--- src/rtl/ovl_win_pkg.sv ---
package ovl_win_pkg;

  typedef enum logic [2:0] {
    FMT_PAL8     = 3'd0,
    FMT_RGB1555  = 3'd1,
    FMT_RGB565   = 3'd2,
    FMT_RGB888   = 3'd3,
    FMT_ARGB8888 = 3'd4
  } pix_fmt_e;

  localparam int unsigned WORD_BYTES = 4;

endpackage

--- src/rtl/ovl_win_fmt.sv ---
module ovl_win_fmt
  import ovl_win_pkg::*;
#(
  parameter int unsigned COORD_W      = 12,
  parameter int unsigned SMALL_FB_W   = 128,
  parameter int unsigned BURST_PAL    = 8,
  parameter int unsigned BURST_WIDE   = 16,
  parameter int unsigned BURST_NARROW = 4,
  parameter int unsigned LEN_W        = 7
) (
  input  logic [2:0]         fmt_code,
  input  logic [COORD_W-1:0] fb_width,
  output logic [2:0]         bytes_pp,
  output logic [LEN_W-1:0]   burst_bytes
);

  logic [LEN_W-1:0] words;

  // Format decode: unknown codes fall back to unpacked 24-bit in a word
  always_comb begin
    unique case (pix_fmt_e'(fmt_code))
      FMT_PAL8: begin
        bytes_pp = 3'd1;
        words    = LEN_W'(BURST_PAL);
      end
      FMT_RGB1555, FMT_RGB565: begin
        bytes_pp = 3'd2;
        words    = LEN_W'(BURST_WIDE);
      end
      FMT_RGB888, FMT_ARGB8888: begin
        bytes_pp = 3'd4;
        words    = LEN_W'(BURST_WIDE);
      end
      default: begin
        bytes_pp = 3'd4;
        words    = LEN_W'(BURST_WIDE);
      end
    endcase
    if (fb_width < COORD_W'(SMALL_FB_W)) begin
      words = LEN_W'(BURST_NARROW);
    end
    burst_bytes = LEN_W'(words * LEN_W'(WORD_BYTES));
  end

endmodule

--- src/rtl/ovl_win_geom.sv ---
module ovl_win_geom #(
  parameter int unsigned COORD_W = 12
) (
  input  logic               clk,
  input  logic               rst_n,
  input  logic               vsync,
  input  logic [COORD_W-1:0] cfg_x0,
  input  logic [COORD_W-1:0] cfg_y0,
  input  logic [COORD_W-1:0] cfg_width,
  input  logic [COORD_W-1:0] cfg_height,
  input  logic [COORD_W-1:0] scan_x,
  input  logic [COORD_W-1:0] scan_y,
  output logic               in_window
);

  localparam int unsigned EXT_W  = COORD_W + 1;
  localparam int unsigned N_AXIS = 2;

  logic [N_AXIS-1:0][COORD_W-1:0] org;
  logic [N_AXIS-1:0][COORD_W-1:0] size;
  logic [N_AXIS-1:0][COORD_W-1:0] pos;
  logic [N_AXIS-1:0]              axis_hit;

  assign org  = {cfg_y0, cfg_x0};
  assign size = {cfg_height, cfg_width};
  assign pos  = {scan_y, scan_x};

  // One inclusive interval per axis, captured at vsync
  for (genvar a = 0; a < N_AXIS; a++) begin : g_axis
    logic [EXT_W-1:0] lo_q, lo_d, hi_q, hi_d, span;

    assign span = {1'b0, org[a]} + {1'b0, size[a]};

    always_comb begin
      lo_d = lo_q;
      hi_d = hi_q;
      if (vsync) begin
        lo_d = {1'b0, org[a]};
        hi_d = (span == '0) ? '0 : span - EXT_W'(1);
      end
    end

    always_ff @(posedge clk or negedge rst_n) begin
      if (!rst_n) begin
        lo_q <= '0;
        hi_q <= '0;
      end else begin
        lo_q <= lo_d;
        hi_q <= hi_d;
      end
    end

    assign axis_hit[a] = ({1'b0, pos[a]} >= lo_q) && ({1'b0, pos[a]} <= hi_q);
  end

  logic armed_q, armed_d;
  logic hit_q, hit_d;

  always_comb begin
    armed_d = armed_q | vsync;
    hit_d   = armed_q & (&axis_hit);
  end

  always_ff @(posedge clk or negedge rst_n) begin
    if (!rst_n) begin
      armed_q <= 1'b0;
      hit_q   <= 1'b0;
    end else begin
      armed_q <= armed_d;
      hit_q   <= hit_d;
    end
  end

  assign in_window = hit_q;

endmodule

--- src/rtl/ovl_win_addr.sv ---
module ovl_win_addr #(
  parameter int unsigned COORD_W = 12,
  parameter int unsigned ADDR_W  = 32,
  parameter int unsigned LEN_W   = 7
) (
  input  logic               clk,
  input  logic               rst_n,
  input  logic               vsync,
  input  logic [ADDR_W-1:0]  cfg_base,
  input  logic [COORD_W-1:0] cfg_width,
  input  logic [COORD_W-1:0] cfg_height,
  input  logic [COORD_W-1:0] cfg_fb_width,
  input  logic [2:0]         bytes_pp,
  input  logic [LEN_W-1:0]   burst_bytes,
  input  logic               req_ready,
  output logic               req_valid,
  output logic [ADDR_W-1:0]  req_addr,
  output logic [LEN_W-1:0]   req_len,
  output logic               frame_done
);

  localparam int unsigned LB_W = COORD_W + 3;

  // Shadow configuration and walk state
  logic [LB_W-1:0]   lb_q, lb_d, skip_q, skip_d, off_q, off_d;
  logic [ADDR_W-1:0] line_q, line_d, end_q, end_d;
  logic [LEN_W-1:0]  burst_q, burst_d;
  logic              done_q, done_d;

  // Values derived from the live configuration (used only at vsync)
  logic [LB_W-1:0]   w_ext, fb_ext, bpp_ext, new_lb, new_skip, pitch;
  logic [ADDR_W-1:0] frame_bytes, new_end;

  assign w_ext       = LB_W'(cfg_width);
  assign fb_ext      = LB_W'(cfg_fb_width);
  assign bpp_ext     = LB_W'(bytes_pp);
  assign new_lb      = w_ext * bpp_ext;
  assign new_skip    = (fb_ext - w_ext) * bpp_ext;
  assign pitch       = fb_ext * bpp_ext;
  assign frame_bytes = ADDR_W'(pitch) * ADDR_W'(cfg_height);
  assign new_end     = cfg_base + frame_bytes;

  // Burst slicing of the current line
  logic [LB_W-1:0]   remain, burst_ext, len_full;
  logic [ADDR_W-1:0] next_line;
  logic              line_last, fire;

  assign remain    = lb_q - off_q;
  assign burst_ext = LB_W'(burst_q);
  assign line_last = (remain <= burst_ext);
  assign len_full  = line_last ? remain : burst_ext;
  assign next_line = line_q + ADDR_W'(lb_q) + ADDR_W'(skip_q);

  assign req_valid  = ~done_q;
  assign req_addr   = line_q + ADDR_W'(off_q);
  assign req_len    = LEN_W'(len_full);
  assign frame_done = done_q;
  assign fire       = req_valid & req_ready;

  always_comb begin
    lb_d    = lb_q;
    skip_d  = skip_q;
    end_d   = end_q;
    burst_d = burst_q;
    line_d  = line_q;
    off_d   = off_q;
    done_d  = done_q;
    if (vsync) begin
      lb_d    = new_lb;
      skip_d  = new_skip;
      end_d   = new_end;
      burst_d = burst_bytes;
      line_d  = cfg_base;
      off_d   = '0;
      done_d  = (new_lb == '0) || (frame_bytes == '0);
    end else if (fire) begin
      if (line_last) begin
        off_d  = '0;
        line_d = next_line;
        done_d = (next_line >= end_q);
      end else begin
        off_d  = off_q + len_full;
      end
    end
  end

  always_ff @(posedge clk or negedge rst_n) begin
    if (!rst_n) begin
      lb_q    <= '0;
      skip_q  <= '0;
      end_q   <= '0;
      burst_q <= '0;
      line_q  <= '0;
      off_q   <= '0;
      done_q  <= 1'b1;
    end else begin
      lb_q    <= lb_d;
      skip_q  <= skip_d;
      end_q   <= end_d;
      burst_q <= burst_d;
      line_q  <= line_d;
      off_q   <= off_d;
      done_q  <= done_d;
    end
  end

  // a stalled request keeps its address and length
  a_r10_hold_stable: assert property (@(posedge clk) disable iff (!rst_n)
    (req_valid && !req_ready && !vsync) |=>
      (req_valid && $stable(req_addr) && $stable(req_len)));

  // a pending request never asks for nothing nor more than one burst
  a_r4_len_bound: assert property (@(posedge clk) disable iff (!rst_n)
    req_valid |-> (req_len != '0) && (req_len <= burst_q));

  // bursts inside a line are contiguous
  a_r5_contiguous: assert property (@(posedge clk) disable iff (!rst_n)
    (fire && !vsync && !line_last) |=>
      (req_addr == $past(req_addr) + ADDR_W'($past(req_len))));

  // once done, the frame stays done until the next vsync
  a_r7_done_sticky: assert property (@(posedge clk) disable iff (!rst_n)
    (frame_done && !vsync) |=> frame_done);

  // vsync restarts the walk at the captured base address
  a_r8_restart: assert property (@(posedge clk) disable iff (!rst_n)
    vsync |=> (frame_done || (req_addr == $past(cfg_base))));

endmodule

--- src/rtl/ovl_win_fetch.sv ---
module ovl_win_fetch #(
  parameter int unsigned COORD_W      = 12,
  parameter int unsigned ADDR_W       = 32,
  parameter int unsigned SMALL_FB_W   = 128,
  parameter int unsigned BURST_PAL    = 8,
  parameter int unsigned BURST_WIDE   = 16,
  parameter int unsigned BURST_NARROW = 4
) (
  input  logic               clk,
  input  logic               rst_n,
  input  logic               vsync,
  input  logic [COORD_W-1:0] cfg_x0,
  input  logic [COORD_W-1:0] cfg_y0,
  input  logic [COORD_W-1:0] cfg_width,
  input  logic [COORD_W-1:0] cfg_height,
  input  logic [COORD_W-1:0] cfg_fb_width,
  input  logic [ADDR_W-1:0]  cfg_base,
  input  logic [2:0]         cfg_fmt,
  input  logic [COORD_W-1:0] scan_x,
  input  logic [COORD_W-1:0] scan_y,
  output logic               in_window,
  output logic               req_valid,
  input  logic               req_ready,
  output logic [ADDR_W-1:0]  req_addr,
  output logic [6:0]         req_len,
  output logic               frame_done
);

  localparam int unsigned LEN_W = 7;

  logic [2:0]       bytes_pp;
  logic [LEN_W-1:0] burst_bytes;

  ovl_win_fmt #(
    .COORD_W     (COORD_W),
    .SMALL_FB_W  (SMALL_FB_W),
    .BURST_PAL   (BURST_PAL),
    .BURST_WIDE  (BURST_WIDE),
    .BURST_NARROW(BURST_NARROW),
    .LEN_W       (LEN_W)
  ) u_fmt (
    .fmt_code   (cfg_fmt),
    .fb_width   (cfg_fb_width),
    .bytes_pp   (bytes_pp),
    .burst_bytes(burst_bytes)
  );

  ovl_win_geom #(
    .COORD_W(COORD_W)
  ) u_geom (
    .clk       (clk),
    .rst_n     (rst_n),
    .vsync     (vsync),
    .cfg_x0    (cfg_x0),
    .cfg_y0    (cfg_y0),
    .cfg_width (cfg_width),
    .cfg_height(cfg_height),
    .scan_x    (scan_x),
    .scan_y    (scan_y),
    .in_window (in_window)
  );

  ovl_win_addr #(
    .COORD_W(COORD_W),
    .ADDR_W (ADDR_W),
    .LEN_W  (LEN_W)
  ) u_addr (
    .clk         (clk),
    .rst_n       (rst_n),
    .vsync       (vsync),
    .cfg_base    (cfg_base),
    .cfg_width   (cfg_width),
    .cfg_height  (cfg_height),
    .cfg_fb_width(cfg_fb_width),
    .bytes_pp    (bytes_pp),
    .burst_bytes (burst_bytes),
    .req_ready   (req_ready),
    .req_valid   (req_valid),
    .req_addr    (req_addr),
    .req_len     (req_len),
    .frame_done  (frame_done)
  );

endmodule

--- config.mk ---
export PLATFORM = sky130hd
export DESIGN_NAME = ovl_win_fetch
export DESIGN_NICKNAME = d
export VERILOG_FILES = /design/src/rtl/ovl_win_pkg.sv /design/src/rtl/ovl_win_fmt.sv /design/src/rtl/ovl_win_geom.sv /design/src/rtl/ovl_win_addr.sv /design/src/rtl/ovl_win_fetch.sv
export SDC_FILE = /design/constraint.sdc
export NUM_CORES = 1
export LEC_CHECK = 0
export ABC_AREA = 1
export BUFFER_PORTS_ARGS = -buffer_cell sky130_fd_sc_hd__buf_2
export CAP_MARGIN = 40
export CELL_PAD_IN_SITES_DETAIL_PLACEMENT = 0
export CELL_PAD_IN_SITES_GLOBAL_PLACEMENT = 1
export CORE_MARGIN = 8
export CORE_UTILIZATION = 42
export DETAILED_ROUTE_END_ITERATION = 8
export GPL_TIMING_DRIVEN = 0
export PLACE_DENSITY_LB_ADDON = 0.1
export SETUP_SLACK_MARGIN = 0.02
export SYNTH_ARGS = -nofsm -noshare
export SYNTH_HDL_FRONTEND = slang
export SYNTH_SLANG_ARGS = --single-unit
--- constraint.sdc ---
create_clock -name clk -period 4.16 [get_ports clk]
set_clock_uncertainty 0.2 [all_clocks]
set_input_delay 0.208 -clock clk [delete_from_list [all_inputs] [get_ports clk]]
set_output_delay 0.208 -clock clk [all_outputs]
set_load 0.02 [all_outputs]
==> reports/qor.csv, run 1 <==
metric,value,unit
outcome,"finished, violations left",
failing checks,setup timing,
worst setup margin,-4.442,ns
Synth Area in Adders,31.50,%
width of the die,257.1,µm
post-route cell area,0.03173,mm²
placed standard-cell area,0.02707,mm²
fin crit period,8.602,ns
Post-synth EDFFs,0,
initial antenna violation count,4,
crit-path max cell delay,0.56,ns
Main synth FF type,dfrtp_1,
DRC,0,
Synth cell types,63,
Worst Setup Path Type,primary input to register,
Iter 0 DRT Violations,1229,
"Hold Vio Cnt, Final",0,
Syn-to-layout area delta,29.92,%
Ports,165,
number of buffers created by CTS,17,
Syn. warnings,0,
Synth Area in Compound Gates,12.70,%
drt wl/cell,18.83,µm
RSZ-0062 raised after global routing,true,
async set or reset register ratio after synthesis,100.0,%
gr ovfl total,0,
register area share after synthesis,16.91,%
Vias/cell,5.157,
Hold WC Path Type,primary input to asynchronous set/reset pin,
first-pass GRT wire length,134600,µm
Initial Utilization,42.40,%
Synth Instances,3361,
largest family of logic cells by synthesized area,adder cells,
Post-Route Utilization,55.09,%
Synth Cell Area,0.02442,mm²
Post-Synth Simple-Gate Area,21.90,%
antenna cells,0,
Final Slew Violations,0,
final wirelength,86130,µm
WP buf/inv,12,
Yosys reg bits,165,
std cell rows,88,
clk slew on worst S/H paths,0.08,ns
Overall Global Routing Usage,25.62,%
fmax,0.1162,GHz
cell family contributing the most delay on the critical path,adder cells,
Core Box Area,0.05759,mm²
Worst path slowest cell,fa_2,
Synth Area in XOR/XNOR,6.369,%
TNS Setup,-104.62,ns
Final Setup Violations,39,
Slew @ Worst Pin,0.9318,ns
Pre-antenna DRT Iters,5,
H-tree Lvls,4,
Port-buffer cells,164,
worst rel slew slack,37.88,%
RD Place Congestion,0.8988,
layout cell share with drive strength beyond 1,22.81,%
mean post-synth cell area,7.265,µm²
reg2reg setup slack,-0.59,ns
fin crit share,206.8,%
"commonest non-fill, non-tap cell in the layout",nand2_1,
Max Buffers Root-to-Sink,2,
DRT antenna net count,0,
root buffer cell,clkbuf_16,
critical path capture point type,register,
most frequent cells in the layout,"713 x nand2_1, 555 x inv_1, 250 x ha_1, 246 x nor2_1, 182 x fa_1",
Critical Path RT,4.31,ns
Detail Placement HPWL,69800,µm
largest net degree at the start of global routing,113,
CTS tree,yes,
CTS sink cnt,165,
via count,23590,
filler cell count,5517,
mux cell area share after synthesis,0,%
R2R Path End,u_addr.frame_done$_DFFE_PN1P_,
Die Area,0.06611,mm²
vias in the first global route,24570,
R2R depth,23,
Reg2Reg Launch Point,u_addr.line_q[1]$_DFFE_PN0P_,
Die Y,257.1,µm
Crit Path Max Fanout,6,
MaxCap Viol Count,0,
crit path launch type,primary input,
crit path DAT,8.75,ns
clock latency reported for the late side of the worst-skew pair,0.48,ns
Post-layout nets,4421,
==> flip-flops by register name (all words and copies together) (netlist names), 3 cells and up <==
register	count
u_addr.line_q	32
u_addr.lb_q	15
u_addr.burst_q	3
u_geom.g_axis.hi_q	26
u_addr.end_q	32
u_geom.g_axis.lo_q	24
u_addr.off_q	15
u_addr.skip_q	15
==> routing by layer <==
metal	share of wire (%)	global-route usage, %
met5	0.055	0
met4	3.4	8.720
met3	4.0	3.582
met2	48	44.17
met1	45	32.64
==> final cells by class <==
| class | instances | area (µm²) | area share (%) |
|---|---|---|---|
| clock buffers | 17 | 425.4 | 1.341 |
| inverters | 613 | 2361 | 7.442 |
| flip-flops and latches | 165 | 4139 | 13.05 |
| clock inverters | 15 | 185.2 | 0.5837 |
| plain buffers | 65 | 351.6 | 1.108 |
| repair buffers | 410 | 3062 | 9.651 |
| well taps | 765 | 957.2 | 3.017 |
| multi-input cells | 2524 | 20240 | 63.81 |
==> how the worst max path moves through the flow <==
stage          startpoint                      endpoint  slack [ns]  cells after the start
6_report       cfg_fmt[0]  u_addr.end_q[26]$_DFFE_PN0P_       -4.44                     50
5_1_grt        cfg_fmt[0]  u_addr.end_q[26]$_DFFE_PN0P_       -4.74                     50
4_1_cts        cfg_fmt[2]  u_addr.end_q[25]$_DFFE_PN0P_       -4.47                     51
3_3_place_gp   cfg_fmt[1]  u_addr.end_q[23]$_DFFE_PN0P_       -5.72                     36
2_1_floorplan  cfg_fmt[1]  u_addr.end_q[26]$_DFFE_PN0P_       -4.28                     51
3_5_place_dp   cfg_fmt[1]  u_addr.end_q[23]$_DFFE_PN0P_       -5.80                     40
==> per-stage QoR <==
| stage | setup slack (ns) | cells | hold slack [ns] |
|---|---|---|---|
| 6_report | -4.442 | 4574 | 0.03174 |
| 5_1_grt | -4.738 | 4574 | 0.03997 |
| 4_1_cts | -4.470 | 4522 | 0.005154 |
| 3_5_place_dp | -5.804 | 4307 | -0.02863 |
| 3_3_place_gp | -5.725 | 4296 | 0.2192 |
| 2_1_floorplan | -4.280 | 3367 | -0.2876 |
==> synth_stat cells, drive strengths merged (38+ instances only) <==
cell type | instances | area share [%]
fa | 188 | 15
clkbuf | 51 | 0.79
xnor2 | 56 | 2.1
inv | 605 | 9.3
nand3 | 100 | 2.2
a21oi | 208 | 4.3
nor3 | 38 | 0.84
xor2 | 116 | 4.3
o22ai | 40 | 1.0
ha | 314 | 16
o21ai | 182 | 3.9
nor2 | 282 | 4.4
nand2 | 800 | 12
dfrtp | 164 | 17
==> kinds of logic (layout without fill, tap and decap cells) <==
group,Yosys count,count (layout)
buffers and inverters,678,1120
XOR/XNOR,172,172
other,1,7
adder cells (fa/ha/maj),502,502
flip-flops,165,165
AND/OR/NAND/NOR,1299,1299
AO/OA/AOI/OAI,544,544
==> worst register-to-register path: cells and delay by family, from the launching register on <==
kind | cells | cell delay, ns
AO/OA/AOI/OAI | 7 | 1.45
adder cells (fa/ha/maj) | 4 | 1.44
AND/OR/NAND/NOR | 8 | 0.68
flip-flops | 1 | 0.46
XOR/XNOR | 1 | 0.26
buffers and inverters | 3 | 0.22
==> repair_timing <==
action                                  in CTS  in global routing
endpoints found under the setup margin      47                 62
hold buffers                                59                  0
setup buffers                              140                 61
gates cloned                                 0                  0
pin swaps                                  142                151
gates resized for setup                    248                214
hold endpoints to repair                   194                  0
Power of run 1 is left out: the tool's default activity adds up to more than one toggle a clock period on the data nets, which glitch-free logic cannot reach.
==> run 2, diff against run 1 <==
--- a/config.mk
+++ b/config.mk
@@ -15,7 +15,6 @@
 export DETAILED_ROUTE_END_ITERATION = 8
 export GPL_TIMING_DRIVEN = 0
 export PLACE_DENSITY_LB_ADDON = 0.1
-export SETUP_SLACK_MARGIN = 0.02
 export SYNTH_ARGS = -nofsm -noshare
 export SYNTH_HDL_FRONTEND = slang
 export SYNTH_SLANG_ARGS = --single-unit
==> reports/qor.csv, run 2 (synthesized netlist as in run 1, its figures left out) <==
metric,value,unit,change
outcome,"finished, violations left",,
failing checks,setup timing,,
"commonest non-fill, non-tap cell in the layout",nand2_1,,
DRT antenna net count,0,,unchanged
number of buffers created by CTS,17,,unchanged
critical path capture point type,register,,
crit path DAT,8.74,ns,about the same
M1 wire length,38310,µm,-0.71%
MaxCap Viol Count,0,,unchanged
initial antenna violation count,4,,unchanged
antenna cells,0,,unchanged
crit-path max cell delay,0.56,ns,about the same
Critical Path RT,4.31,ns,about the same
Final Slew Violations,0,,unchanged
Iter 0 DRT Violations,1291,,+5.0%
Top Registers,"u_addr.end_q (32), u_addr.line_q (32), u_geom.g_axis.hi_q (26)",,
crit path launch type,primary input,,
DR WL met2,41290,µm,+0.36%
TNS Setup,-105.72,ns,-1.103 ns
placed standard-cell area,0.02707,mm²,unchanged
Final Setup Violations,40,,+2.6%
Port-buffer cells,164,,unchanged
Initial Utilization,42.40,%,unchanged
fmax,0.1164,GHz,+0.13%
fin crit share,206.5,%,-0.26 points
gr ovfl total,0,,unchanged
clk slew on worst S/H paths,0.08,ns,about the same
worst rel slew slack,39.24,%,+1.4 points
"Hold Vio Cnt, Final",0,,unchanged
Placed Instances,4307,,unchanged
Max Buffers Root-to-Sink,2,,unchanged
Ports,165,,unchanged
Post-Route Utilization,54.83,%,-0.27 points
post-route cell area,0.03157,mm²,-0.48%
first-pass GRT wire length,134500,µm,about the same
WL met3,3480,µm,+0.52%
via count,23550,,-0.15%
H-tree Lvls,4,,unchanged
Non-Filler Instances,4555,,-0.42%
layout cell share with drive strength beyond 1,22.19,%,-0.62 points
drt wl/cell,18.87,µm,+0.19%
Vias/cell,5.171,,+0.27%
vias in the first global route,24570,,+0.028%
Die Y,257.1,µm,unchanged
RD Place Congestion,0.8988,,unchanged
Core Box Area,0.05759,mm²,unchanged
worst setup margin,-4.431,ns,+0.01089 ns
Pre-antenna DRT Iters,5,,unchanged
width of the die,257.1,µm,unchanged
root buffer cell,clkbuf_16,,
CTS sink cnt,165,,unchanged
Die Area,0.06611,mm²,unchanged
most frequent cells in the layout,"721 x nand2_1, 553 x inv_1, 254 x ha_1, 246 x nor2_1, 182 x fa_1",,
Syn-to-layout area delta,29.30,%,
Crit Path Max Fanout,6,,unchanged
fin crit period,8.591,ns,-0.01089 ns
Overall Global Routing Usage,25.62,%,about the same
RSZ-0062 raised after global routing,true,,
Hold WC Path Type,primary input to asynchronous set/reset pin,,
DRC,0,,unchanged
Detail Placement HPWL,69800,µm,unchanged
Worst Setup Path Type,primary input to register,,
largest net degree at the start of global routing,113,,unchanged
top layer in use,met5,,
std cell rows,88,,unchanged
final wirelength,85940,µm,-0.23%
Worst path slowest cell,fa_2,,
CTS tree,yes,,
clock latency reported for the late side of the worst-skew pair,0.49,ns,about the same
Slew @ Worst Pin,0.9115,ns,-0.02031 ns
Post-layout nets,4402,,-0.43%
==> run 2: changes by cell type in the layout (fill, tap and decap cells not counted), moves of 3 or more <==
cell	delta
nand2_1	+8
buf_6	+8
inv_4	+3
nand2_2	-10
buf_4	-25
ha_1	+4
a21oi_2	-3
==> run 2: path summary, 6_finish.rpt <==
kind                                                 start                              endpoint  slack, ns  cells past startpoint
worst max-delay path                            cfg_fmt[0]          u_addr.end_q[26]$_DFFE_PN0P_      -4.43                     50
worst min-delay path                                 rst_n  u_geom.g_axis[0].lo_q[7]$_DFFE_PN0P_       0.03                      2
worst max register to register  u_addr.lb_q[0]$_DFFE_PN0P_          u_addr.off_q[14]$_DFFE_PN0P_      -0.65                     32
worst min register to register    u_geom.armed_q$_DFF_PN0_              u_geom.armed_q$_DFF_PN0_       0.28                      1
max in group asynchronous                            rst_n         u_addr.line_q[24]$_DFFE_PN0P_       2.75                      3
min in group clk                              cfg_width[0]  u_geom.g_axis[0].hi_q[0]$_DFFE_PN0P_       0.05                      5
==> run 2: stage by stage <==
step | hold slack, ns | setup WS (ns)
floorplan | -0.2876 | -4.280
global placement | 0.2192 | -5.725
detailed placement | -0.02863 | -5.804
CTS | 0.005154 | -4.470
global route | 0.03994 | -4.747
finish | 0.02906 | -4.431
==> run 2: final cells by class <==
cell class                 count  area [µm²]
tap                          765       957.2
buffer                        65       350.3
inverter                     613        2364
timing repair buffer         391        2954
sequential                   165        4139
fill                        5512       26010
clock buffer                  17       425.4
multi-input combinational   2524       20200
clock inverter                15       185.2
==> run 2: per-layer routing <==
layer | vias up | GRT usage, %
met5 | - | 0
met4 | 8 | 8.767
met3 | 143 | 3.611
met2 | 549 | 44.20
met1 | 11290 | 32.56
li1 | 11570 | -
==> run 2: critical path: cells and delay by family <==
family,cells,cell delay (ns)
xor+xnor,1,0.17
compound gates,9,1.24
buf+inv,12,1.03
simple gates,18,2.04
fa+ha+maj,10,4.03
==> run 2: what timing repair did <==
| action | 4_1_cts | 5_1_grt |
|---|---|---|
| resized for setup | 252 | 212 |
| pin swaps | 141 | 129 |
| setup endpoints to repair | 47 | 62 |
| hold buffers | 59 | 0 |
| setup buffers | 140 | 39 |
| endpoints found under the hold margin | 194 | 0 |
Power of run 2 is left out for the same reason.
